`src/rtl/alarm_pkg.sv`:
```
package alarm_pkg;
    localparam int DIGIT_W = 4;
    localparam int PAIR_W  = 2 * DIGIT_W;
    localparam int FIELDS  = 2;

    typedef struct packed {
        logic [DIGIT_W-1:0] tens;
        logic [DIGIT_W-1:0] units;
    } bcd2_t;

    localparam bcd2_t MINUTE_MAX = '{tens: 4'd5, units: 4'd9};
    localparam bcd2_t HOUR_MAX   = '{tens: 4'd2, units: 4'd3};
    localparam bcd2_t BCD_ZERO   = '{tens: '0, units: '0};
endpackage

```
`src/rtl/bcd_wrap_counter.sv`:
```
module bcd_wrap_counter
    import alarm_pkg::*;
#(
    parameter bcd2_t LIMIT = MINUTE_MAX
) (
    input  logic  clk_i,
    input  logic  clr_n_i,
    input  logic  step_i,
    output bcd2_t val_o
);
    typedef struct packed {
        bcd2_t val;
    } cnt_state_t;

    cnt_state_t st_d, st_q;
    logic       legal;

    always_comb begin
        legal = (st_q.val.units <= DIGIT_W'(9)) && (st_q.val.tens <= DIGIT_W'(9))
                && (st_q.val <= LIMIT);
        st_d = st_q;
        if (step_i) begin
            if (!legal || st_q.val == LIMIT) begin
                st_d.val = BCD_ZERO;
            end else if (st_q.val.units == DIGIT_W'(9)) begin
                st_d.val.units = '0;
                st_d.val.tens  = st_q.val.tens + DIGIT_W'(1);
            end else begin
                st_d.val.units = st_q.val.units + DIGIT_W'(1);
            end
        end
    end

    always_ff @(posedge clk_i or negedge clr_n_i) begin
        if (!clr_n_i) begin
            st_q <= '{val: BCD_ZERO};
        end else begin
            st_q <= st_d;
        end
    end

    assign val_o = st_q.val;
endmodule

```
`src/rtl/alarm_hit_reg.sv`:
```
module alarm_hit_reg
    import alarm_pkg::*;
(
    input  logic  clk_i,
    input  logic  clr_n_i,
    input  logic  armed_i,
    input  bcd2_t cur_hr_i,
    input  bcd2_t cur_min_i,
    input  bcd2_t alm_hr_i,
    input  bcd2_t alm_min_i,
    output logic  led_o
);
    typedef struct packed {
        logic led;
    } hit_state_t;

    hit_state_t st_d, st_q;
    logic [FIELDS-1:0] same;

    always_comb begin
        same[0] = (cur_min_i == alm_min_i);
        same[1] = (cur_hr_i == alm_hr_i);
        st_d.led = armed_i && (&same);
    end

    always_ff @(posedge clk_i or negedge clr_n_i) begin
        if (!clr_n_i) begin
            st_q <= '{led: 1'b0};
        end else begin
            st_q <= st_d;
        end
    end

    assign led_o = st_q.led;
endmodule

```
`src/rtl/alarm_unit.sv`:
```
module alarm_unit
    import alarm_pkg::*;
(
    input  logic              clk_i,
    input  logic              clr_n_i,
    input  logic              tick_i,
    input  logic              run_i,
    input  logic              set_mode_i,
    input  logic              adj_min_i,
    input  logic              adj_hr_i,
    input  logic              alarm_en_i,
    input  logic [PAIR_W-1:0] cur_hr_i,
    input  logic [PAIR_W-1:0] cur_min_i,
    output logic [PAIR_W-1:0] alm_hr_o,
    output logic [PAIR_W-1:0] alm_min_o,
    output logic              show_alarm_o,
    output logic              led_o
);
    logic              adjust_ok;
    logic [FIELDS-1:0] step;
    bcd2_t             field_val [FIELDS];

    assign adjust_ok = tick_i & ~run_i & set_mode_i;
    assign step[0]   = adjust_ok & adj_min_i;
    assign step[1]   = adjust_ok & adj_hr_i;

    for (genvar g = 0; g < FIELDS; g++) begin : g_field
        bcd_wrap_counter #(
            .LIMIT((g == 0) ? MINUTE_MAX : HOUR_MAX)
        ) u_cnt (
            .clk_i   (clk_i),
            .clr_n_i (clr_n_i),
            .step_i  (step[g]),
            .val_o   (field_val[g])
        );
    end

    alarm_hit_reg u_hit (
        .clk_i     (clk_i),
        .clr_n_i   (clr_n_i),
        .armed_i   (run_i & alarm_en_i),
        .cur_hr_i  (bcd2_t'(cur_hr_i)),
        .cur_min_i (bcd2_t'(cur_min_i)),
        .alm_hr_i  (field_val[1]),
        .alm_min_i (field_val[0]),
        .led_o     (led_o)
    );

    assign alm_min_o    = field_val[0];
    assign alm_hr_o     = field_val[1];
    assign show_alarm_o = set_mode_i;
endmodule

```
`config.mk`:
```
export PLATFORM = sky130hd
export DESIGN_NAME = alarm_unit
export DESIGN_NICKNAME = d
export VERILOG_FILES = /design/src/rtl/alarm_pkg.sv /design/src/rtl/bcd_wrap_counter.sv /design/src/rtl/alarm_hit_reg.sv /design/src/rtl/alarm_unit.sv
export SDC_FILE = /design/constraint.sdc
export NUM_CORES = 1
export LEC_CHECK = 0
export CORE_MARGIN = 2
export CORE_UTILIZATION = 47
export CTS_BUF_LIST = sky130_fd_sc_hd__clkbuf_2 sky130_fd_sc_hd__clkbuf_4 sky130_fd_sc_hd__clkbuf_8
export CTS_CLUSTER_SIZE = 24
export DETAILED_ROUTE_END_ITERATION = 10
export PLACE_DENSITY_LB_ADDON = 0.1
export SYNTH_ARGS = -nofsm -noshare
export SYNTH_HDL_FRONTEND = slang
export SYNTH_SLANG_ARGS = --single-unit
```
`constraint.sdc`:
```
create_clock -name clk_i -period 1.8 [get_ports clk_i]
set_input_delay 0.36 -clock clk_i [delete_from_list [all_inputs] [get_ports clk_i]]
set_output_delay 0.36 -clock clk_i [all_outputs]
set_load 0.03 [all_outputs]
```
# After elaboration in Yosys (flattened, before gate mapping)

Cells that the tools add are included.

Add/subtract/negate cells: 4
Order comparisons: 6
Equality and inequality tests: 6
Muxes and demuxes: 6
Bitwise logic cells: 6
Reductions and logical operators: 14

Operators by type and width:

| operator                                                                          | count |
|---|---|
| 4-bit by 1-bit adder with 4-bit output (second input constant)                    | 4 |
| 8-bit == test                                                                     | 2 |
| 4-bit less-or-equal comparator (second input constant)                            | 4 |
| 4-bit two-way mux                                                                 | 4 |
| 8-bit two-way mux                                                                 | 2 |
| 4-bit == test (second input constant)                                             | 2 |
| 8-bit by 6-bit == test with 1-bit output (second input constant)                  | 1 |
| 8-bit by 7-bit == test with 1-bit output (second input constant)                  | 1 |
| 8-bit by 6-bit less-or-equal comparator with 1-bit output (second input constant) | 1 |
| 8-bit by 7-bit less-or-equal comparator with 1-bit output (second input constant) | 1 |
| 2-bit AND reduction                                                               | 3 |
| 1-bit bitwise AND                                                                 | 5 |
| 1-bit logical AND                                                                 | 5 |
| 2-bit nonzero test                                                                | 2 |
| 1-bit logical NOT                                                                 | 2 |
| 1-bit logical OR                                                                  | 2 |
| 1-bit NOT                                                                         | 1 |

Bits in registers: 17
Output and inout bits: 18
Logic and storage cells: 47

# Logic depth before layout (Yosys ltp)

Gate-level depths: netlist of the first run.

Depth after elaboration: 7
Depth in mapped cells: 6
Gate-level depth less buffers: 6

# Cells and area by module

Synthesis of the first run repeated with hierarchy kept, for this count alone.

Cell total of the unflattened synthesis: 124
Area, all modules: 1203.7 um^2

By module, submodules not included:

| module                               | times used | cells each | area each (um^2) | seq. area each (um^2) |
|---|---|---|---|---|
| bcd_wrap_counter at g_field[1].u_cnt | 1          | 54         | 498.0            | 200.2 |
| bcd_wrap_counter at g_field[0].u_cnt | 1          | 43         | 464.2            | 200.2 |
| alarm_hit_reg                        | 1          | 23         | 206.4            | 25.0 |
| alarm_unit                           | 1          | 4          | 35.0             | 0.0 |

# Worst setup path before layout of the first run

No wires, ideal clock.

Path kind: reg2reg
Start point: reg g_field[1].u_cnt.st_q, in the netlist g_field[1].u_cnt.val_o[0]
End point: reg g_field[1].u_cnt.st_q, in the netlist g_field[1].u_cnt.val_o[5]
Arrival time: 1.519 ns
Required time: 1.674 ns
Setup slack: 0.155 ns
Cell stages (with the launch flop): 6
Clock period less this slack: 1.645 ns
Cells stage by stage: dfrtp_1 buf_6 inv_1 or4_1 a31oi_1 o22ai_1

Longest elaborated chain between the ends: 7
Elaborated cells between the ends (all ways): 11
Those cells by class: 2 x order compare; 2 x eq/ne; 1 x mux; 6 x reduce/logical

Ends and longest elaborated chain:

| element                                                                                                           | RTL line               | RTL |
|---|---|---|
| from (decl)                                                                                                       | bcd_wrap_counter.sv:15 | `cnt_state_t st_d, st_q;` |
| from (signal assigned)                                                                                            | bcd_wrap_counter.sv:36 | `st_q <= '{val: BCD_ZERO};` |
| from (signal assigned)                                                                                            | bcd_wrap_counter.sv:38 | `st_q <= st_d;` |
| parallel branches: the longest is 7 deep, another holds 8-bit by 6-bit less-or-equal comparator with 1-bit output | --                     |  |

Several ways; the timed one is not identified.
A chain may end at the register's enable or synchronous reset.

# Final worst setup path of the first run

Start point: reg g_field[0].u_cnt.st_q, in the netlist g_field[0].u_cnt.val_o[7]
End point: out alm_min_o[7]

RTL lines:

| element                | RTL line               | RTL |
|---|---|---|
| from (decl)            | bcd_wrap_counter.sv:15 |  |
| from (signal assigned) | bcd_wrap_counter.sv:36 |  |
| from (signal assigned) | bcd_wrap_counter.sv:38 |  |
| to (decl)              | alarm_unit.sv:15       | `output logic [PAIR_W-1:0] alm_min_o,` |

No word-level cell between the ends.

==> flow_summary.yaml, run 1 <==
yosys:
  async_reset_ff_frac: 1.00
  yosys.area_share.adder: 0.0598
  synth_edf_count: 0
  syn-instance-count: 129
  muxShareOfSynthArea: 0
  synth_nets: 159
  syn_avg_cell_area_um2: 9.73
  ys_ff_latch: 17
  ys_seq_area_frac: 0.339
  synthXorXnorAreaFrac: 0.145
  synth_ff_type: "dfrtp_1"
  synth-simple-area-share: 0.214
  synth_top_family_by_area: "simple AND/OR/NAND/NOR gates"
  syn_area_um2: 1250
  netlist-cell-type-count: 43
  ys_warn_count: 0
  synth-compound-area-share: 0.168
setup_path:
  path_max_fanout: 4
  cp_top_family: "buffers and inverters"
  timing.rr.start: "g_field[1].u_cnt.val_o[0]"
  start_kind: "flop"
  crit_chain: "clkdlybuf4s50_1"
  path_class: "flop to output pin"
  crit_start: "g_field[0].u_cnt.val_o[7]"
  critical_path_required_ns: 1.44
  max_stage_delay_ns: 0.69
  crit_arrival_ns: 1.38
  path_buf_inv: 1
  critPathCaptureType: "output pin"
  slowest_stage: "clkdlybuf4s50_1"
clock_tree:
  cts_sinks: 17
  path_clk_slew_ns: 0.10
  cts-root-buf: "clkbuf_4"
  cts_tree: "done"
  cts_max_level: 1
  insertion_delay_ns: 0.28
  cts_buffers: 3
  cts_buffer_depth: 2
  ctsHoldBuffers: 0
pwr:
  p_leak_nw: 0.794
  power_density_nw_per_um2: 1110
  ir_drop_v: 0.000797
  finalPower_mw: 1.92
die:
  initial_core_util: 0.502
  ios: 42
  die_area_um2: 3100
  core_area_um2: 2500
  dieWidth_um: 55.7
  die_h_um: 55.7
  rows: 18
timing:
  finalMaxSlewViolations: 0
  skew_ns: 0.000683
  max_freq_mhz: 574
  relSlewSlack: 0.773
  setup_slack_ns: 0.0582
  min_period_over_period: 0.968
  setup_viol: 0
  rsz0062_at_grt: "false"
  finalSetupTns_ns: 0
  hold_viol: 0
  fin_crit_ns: 1.74
  whs_ns: 0.395
  worstMarginPinSlew_ns: 0.341
layout:
  layout_commonest_cell: "clkdlybuf4s50_1"
  drive_gt1_frac: 0.131
  nets: 206
  instances_no_fill: 205
  area_growth_pct: 37.6
  layout_common_cells: "25 x clkdlybuf4s50_1, 17 x dfrtp_1, 13 x dlygate4sd2_1"
  antenna_cells: 0
  final_core_util: 0.691
  regArea_um2: 425
  multiInputGateArea_um2: 743
  n_fill_cell: 208
  fin_area_um2: 1730
place:
  placed_area_um2: 1700
  place.gp.congestion: 0.777
  port_buffers: 41
  dp_cells: 201
  dpl.hpwl_mm: 2.37
  place_ws_ns: -0.179
global_route:
  grt_pass1_vias: 1137
  grt_overflow: 0
  antenna_found_initial: 0
  grt_max_degree: 18
  grt_util_all_layers: 0.201
  grt_pass1_wl_mm: 5.08
drt:
  avgRoutedWirePerCell_um: 14.3
  drc_errors: 0
  drt-total-wl_mm: 2.94
  drt_iter0_markers: 32
  vias: 1123
  ant_nets: 0
  avgViaCountPerCell: 5.48
  first_pass_iters: 4
run:
  drv_cap: 0
outcome:
  outcome: "complete, no violations"
worst_hold_path:
  hold_path.class: "primary input to async pin"
[worst paths after layout]
kind                                              to  slack [ns]  cells after the start
hold reg to reg            g_field[0].u_cnt.val_o[7]        0.58                      1
setup / recovery                        alm_min_o[7]        0.06                      1
setup reg to reg           g_field[1].u_cnt.val_o[5]        0.15                      4
min in group clk_i         g_field[0].u_cnt.val_o[7]        0.58                      1
max in group asynchronous  g_field[0].u_cnt.val_o[2]        1.21                      2
hold / removal             g_field[1].u_cnt.val_o[1]        0.39                      2
[metal layers]
| layer | up-vias | global-route usage | share of wire |
|---|---|---|---|
| li1 | 556 | - | - |
| met1 | 545 | 0.239 | 0.42 |
| met2 | 18 | 0.376 | 0.54 |
| met3 | 4 | 0.0326 | 0.029 |
| met4 | 0 | 0.0453 | 0.013 |
| met5 | - | 0 | 0 |
[area by class of cell]
cell class,count,share of cell area
well taps,30,0.0217
repair buffers,50,0.269
flip-flops and latches,17,0.246
multi-input cells,97,0.430
clock buffers,4,0.0174
inverters,7,0.0152
[repair_timing]
| action | in CTS | in global routing |
|---|---|---|
| setup buffers | 0 | 0 |
| setup endpoints to repair | 13 | 3 |
| gates resized for setup | 13 | 3 |
[registers in the layout (all words and copies together), names as in the netlist]
| name | flops |
|---|---|
| g_field.u_cnt.val_o | 16 |
| u_hit.led_o | 1 |
[kinds of logic (layout without fill, tap and decap cells)]
| family | Yosys count | count (layout) |
|---|---|---|
| xor+xnor | 16 | 16 |
| fa+ha+maj | 6 | 6 |
| compound gates | 32 | 32 |
| flops | 17 | 17 |
| simple gates | 43 | 43 |
| buf+inv | 15 | 61 |
[report_power, final]
| group | leakage, nW | switching (mW) | internal, mW |
|---|---|---|---|
| sequential | 0.217 | 0.216 | 0.476 |
| combinational | 0.559 | 0.559 | 0.452 |
| clock | 0.0184 | 0.119 | 0.101 |
[Yosys cell counts, drive strengths merged (3+ instances only)]
master / instances / area, µm²
dfrtp: 17 / 425
xnor2: 13 / 155
nand2: 11 / 41.3
o21ai: 8 / 40.0
buf: 7 / 62.6
inv: 7 / 26.3
ha: 6 / 75.1
nand4: 6 / 37.5
nor3: 6 / 35.0
a21oi: 5 / 25.0
nor2: 4 / 15.0
o22ai: 3 / 18.8
xor2: 3 / 26.3
Note: power is estimated with default switching activity, not from simulation.
==> inputs of run 2 (changes only) <==
Settings changed: CORE_UTILIZATION 47 to 40, RECOVER_POWER set to 25.
==> flow_summary.yaml, run 2 (synthesized netlist as in run 1, its figures left out) <==
timing:
  rsz0062_at_grt: "false"
  max_freq_mhz: 591
  skew_ns: 0.0116
  worstMarginPinSlew_ns: 0.963
  finalMaxSlewViolations: 0
  finalSetupTns_ns: 0
  hold_viol: 0
  whs_ns: 0.569
  setup_viol: 0
  fin_crit_ns: 1.69
  relSlewSlack: 0.358
  min_period_over_period: 0.940
clock_tree:
  cts_max_level: 1
  path_clk_slew_ns: 0.12
  cts_tree: "done"
  cts_buffers: 3
  cts_sinks: 17
  cts_buffer_depth: 2
  insertion_delay_ns: 0.30
  cts-root-buf: "clkbuf_4"
  postCtsSetupBuffers: 0
die:
  dieWidth_um: 60.0
  rows: 20
  die_h_um: 60.0
  ios: 42
  die_area_um2: 3600
  core_area_um2: 3030
  initial_core_util: 0.414
layout:
  largest_reg_flops: 16
  area_growth_pct: 38.3
  regArea_um2: 427
  nets: 207
  layout_commonest_cell: "clkdlybuf4s50_1"
  multiInputGateArea_um2: 737
  layout_common_cells: "23 x clkdlybuf4s50_1, 16 x dfrtp_1, 15 x dlygate4sd2_1"
  n_fill_cell: 267
  instances_no_fill: 220
  drive_gt1_frac: 0.131
  antenna_cells: 0
setup_path:
  critPathCaptureType: "output pin"
  path_class: "flop to output pin"
  path_buf_inv: 1
  slowest_stage: "clkdlybuf4s50_1"
  reg2reg_slack_ns: 0.15
  critical_path_required_ns: 1.44
  cp_top_family: "buffers and inverters"
  crit_arrival_ns: 1.33
  path_max_fanout: 1
  crit_chain: "clkdlybuf4s50_1"
  max_stage_delay_ns: 0.67
  start_kind: "flop"
global_route:
  grt_pass1_wl_mm: 5.07
  grt_overflow: 0
  grt_max_degree: 18
  grt_util_all_layers: 0.186
  grt_pass1_vias: 1102
  antenna_found_initial: 0
outcome:
  outcome: "complete, no violations"
drt:
  ant_nets: 0
  avgRoutedWirePerCell_um: 13.5
  drt_iter0_markers: 52
  vias: 1110
  drt-total-wl_mm: 2.97
  drc_errors: 0
  first_pass_iters: 4
  avgViaCountPerCell: 5.05
pwr:
  power_density_nw_per_um2: 1110
  p_leak_nw: 0.783
  ir_drop_v: 0.000604
place:
  dp_cells: 216
  place.gp.congestion: 0.809
  port_buffers: 41
  dpl.hpwl_mm: 2.33
worst_hold_path:
  hold_path.class: "flop to flop"
run:
  drv_cap: 0
## run 2: cell types whose count changed in the layout (fill, tap and decap cells not counted), sizes merged
cell / delta
clkdlybuf4s50: -2
clkinv: +1
dlygate4sd2: +2
dlygate4sd3: +1
dlymetal6s2s: -1
## run 2: worst paths after layout
path                                                 from                   endpoint  depth (start not counted)
max in group asynchronous                         clr_n_i  g_field[1].u_cnt.val_o[4]                          2
worst min register to register  g_field[0].u_cnt.val_o[7]  g_field[0].u_cnt.val_o[7]                          1
min in group asynchronous                         clr_n_i  g_field[1].u_cnt.val_o[7]                          2
worst min-delay path            g_field[0].u_cnt.val_o[7]  g_field[0].u_cnt.val_o[7]                          1
worst max register to register  g_field[1].u_cnt.val_o[4]  g_field[1].u_cnt.val_o[5]                          6
worst max-delay path                          u_hit.led_o                      led_o                          1
## run 2: repair_timing
item / 4_1_cts / 5_1_grt
cloned: 0 / 0
gates resized for setup: 15 / 2
hold endpoints to repair: 0 / 0
setup endpoints to repair: 15 / 2
hold buffers: 0 / 0
## run 2: report_power, final
part           leakage [nW]  internal (mW)  switching [mW]
logic                 0.550          0.450           0.558
registers             0.215          0.478           0.218
clock network        0.0177         0.0829           0.139
total                 0.783           1.01           0.915
## run 2: cell type report
class                   instances  area share
multi-input cells              97       0.425
inverters                       7      0.0151
well taps                      44      0.0317
flip-flops and latches         17       0.246
clock buffers                   3      0.0130
clock inverters                 1     0.00288
repair buffers                 51       0.267
## run 2: layer usage
metal,global-route usage,part of all wire,vias up,wire (µm)
met5,0,0,-,0
met4,0.0444,0.0054,0,16
met3,0.0390,0.032,2,95
met2,0.337,0.56,24,1680
met1,0.223,0.40,528,1180
li1,-,-,556,-
## run 2: per-stage QoR
step	cell area, µm²	utilization	total power, mW	worst slack [ns]
after floorplan	1250	-	1.46	0.155
after global placement	1730	0.570	1.76	-0.130
after detailed placement	1730	0.570	1.78	-0.161
after CTS	1740	0.573	1.93	0.0305
after global routing	1740	0.573	2.08	0.0361
final	1740	0.573	1.93	0.108
==> inputs of run 3 (changes only) <==
==> constraint.sdc (replaced) <==
create_clock -name clk_i -period 1.8 [get_ports clk_i]
set_input_delay 0.18 -clock clk_i [delete_from_list [all_inputs] [get_ports clk_i]]
set_output_delay 0.18 -clock clk_i [all_outputs]
set_load 0.03 [all_outputs]
==> flow_summary.yaml, run 3 (synthesized netlist as in run 1, its figures left out) <==
setup_path:
  start_kind: "flop"
  path_max_fanout: 9
  path_class: "flop to output pin"
  path_buf_inv: 1
  reg2reg_slack_ns: 0.14
  critical_path_required_ns: 1.62
  critPathCaptureType: "output pin"
  max_stage_delay_ns: 0.73
  cp_top_family: "buffers and inverters"
  crit_chain: "clkdlybuf4s50_1"
  slowest_stage: "clkdlybuf4s50_1"
  crit_arrival_ns: 1.53
layout:
  multiInputGateArea_um2: 737
  layout_common_cells: "35 x clkdlybuf4s50_1, 17 x dfrtp_1, 11 x nand2_1"
  area_growth_pct: 39.2
  layout_commonest_cell: "clkdlybuf4s50_1"
  regArea_um2: 425
  antenna_cells: 0
  n_fill_cell: 268
  drive_gt1_frac: 0.109
  nets: 205
  largest_reg_flops: 16
global_route:
  grt_max_degree: 18
  grt_pass1_wl_mm: 4.76
  grt_util_all_layers: 0.178
  grt_pass1_vias: 1063
  antenna_found_initial: 0
  grt_overflow: 0
clock_tree:
  cts_sinks: 17
  cts_tree: "done"
  ctsHoldBuffers: 0
  insertion_delay_ns: 0.30
  cts-root-buf: "clkbuf_4"
  cts_buffers: 3
  cts_max_level: 1
  cts_buffer_depth: 2
  path_clk_slew_ns: 0.11
drt:
  vias: 1113
  first_pass_iters: 4
  ant_nets: 0
  drt-total-wl_mm: 2.97
  drt_iter0_markers: 43
  avgRoutedWirePerCell_um: 13.6
  drc_errors: 0
  avgViaCountPerCell: 5.11
run:
  drv_cap: 0
pwr:
  ir_drop_v: 0.000782
  p_leak_nw: 0.760
  power_density_nw_per_um2: 1120
die:
  ios: 42
  rows: 20
  die_h_um: 60.0
  core_area_um2: 3030
  die_area_um2: 3600
  initial_core_util: 0.414
  dieWidth_um: 60.0
timing:
  worstMarginPinSlew_ns: 0.963
  max_freq_mhz: 585
  finalMaxSlewViolations: 0
  min_period_over_period: 0.950
  setup_slack_ns: 0.0904
  whs_ns: 0.529
  fin_crit_ns: 1.71
  relSlewSlack: 0.358
  rsz0062_at_grt: "false"
  skew_ns: 0.00537
  hold_viol: 0
  setup_viol: 0
place:
  place_ws_ns: -0.0239
  dpl.hpwl_mm: 2.26
  place.gp.congestion: 0.772
  port_buffers: 41
outcome:
  outcome: "complete, no violations"
worst_hold_path:
  hold_path.class: "primary input to async pin"
-- run 3: path summary, 6_finish.rpt --
kind,end,depth (start not counted),startpoint
min reg2reg,g_field[0].u_cnt.val_o[7],1,g_field[0].u_cnt.val_o[7]
min in group clk_i,u_hit.led_o,3,cur_min_i[1]
min,g_field[1].u_cnt.val_o[7],2,clr_n_i
max,alm_min_o[2],1,g_field[0].u_cnt.val_o[2]
max reg2reg,g_field[1].u_cnt.val_o[5],6,g_field[1].u_cnt.val_o[4]
max in group asynchronous,g_field[0].u_cnt.val_o[7],2,clr_n_i
-- run 3: where the power goes --
part           switching, mW  internal, mW  total (mW)
combinational          0.538         0.490        1.03
clock                  0.135        0.0829       0.218
sequential             0.233         0.475       0.709
-- run 3: per-stage QoR --
stage          power, mW  setup TNS [ns]  instance area, µm²  utilization  instances
2_1_floorplan       1.46               0                1250            -        129
3_3_place_gp        1.74               0                1710        0.566        214
3_5_place_dp        1.76         -0.0239                1710        0.566        214
4_1_cts             1.97               0                1740        0.575        218
5_1_grt             2.10               0                1750        0.577        218
6_report            1.96               0                1750        0.577        218
-- run 3: per-layer routing --
metal  vias to the layer above  routed length, µm  GRT usage
met5                         -                  0          0
met4                         0                 33     0.0508
li1                        555                  -          -
met2                        22               1600      0.311
met1                       532               1220      0.214
met3                         4                111     0.0455
-- run 3: what timing repair did --
| action | CTS | global route |
|---|---|---|
| buffers inserted | 0 | 0 |
| setup endpoints to repair | 1 | 4 |
| gates resized for setup | 1 | 4 |
-- run 3: final cells by class --
type / instances / share of cell area
flip-flops and latches: 17 / 0.244
clock buffers: 3 / 0.0129
inverters: 7 / 0.0150
clock inverters: 1 / 0.00287
multi-input cells: 97 / 0.422
repair buffers: 49 / 0.272
well taps: 44 / 0.0315
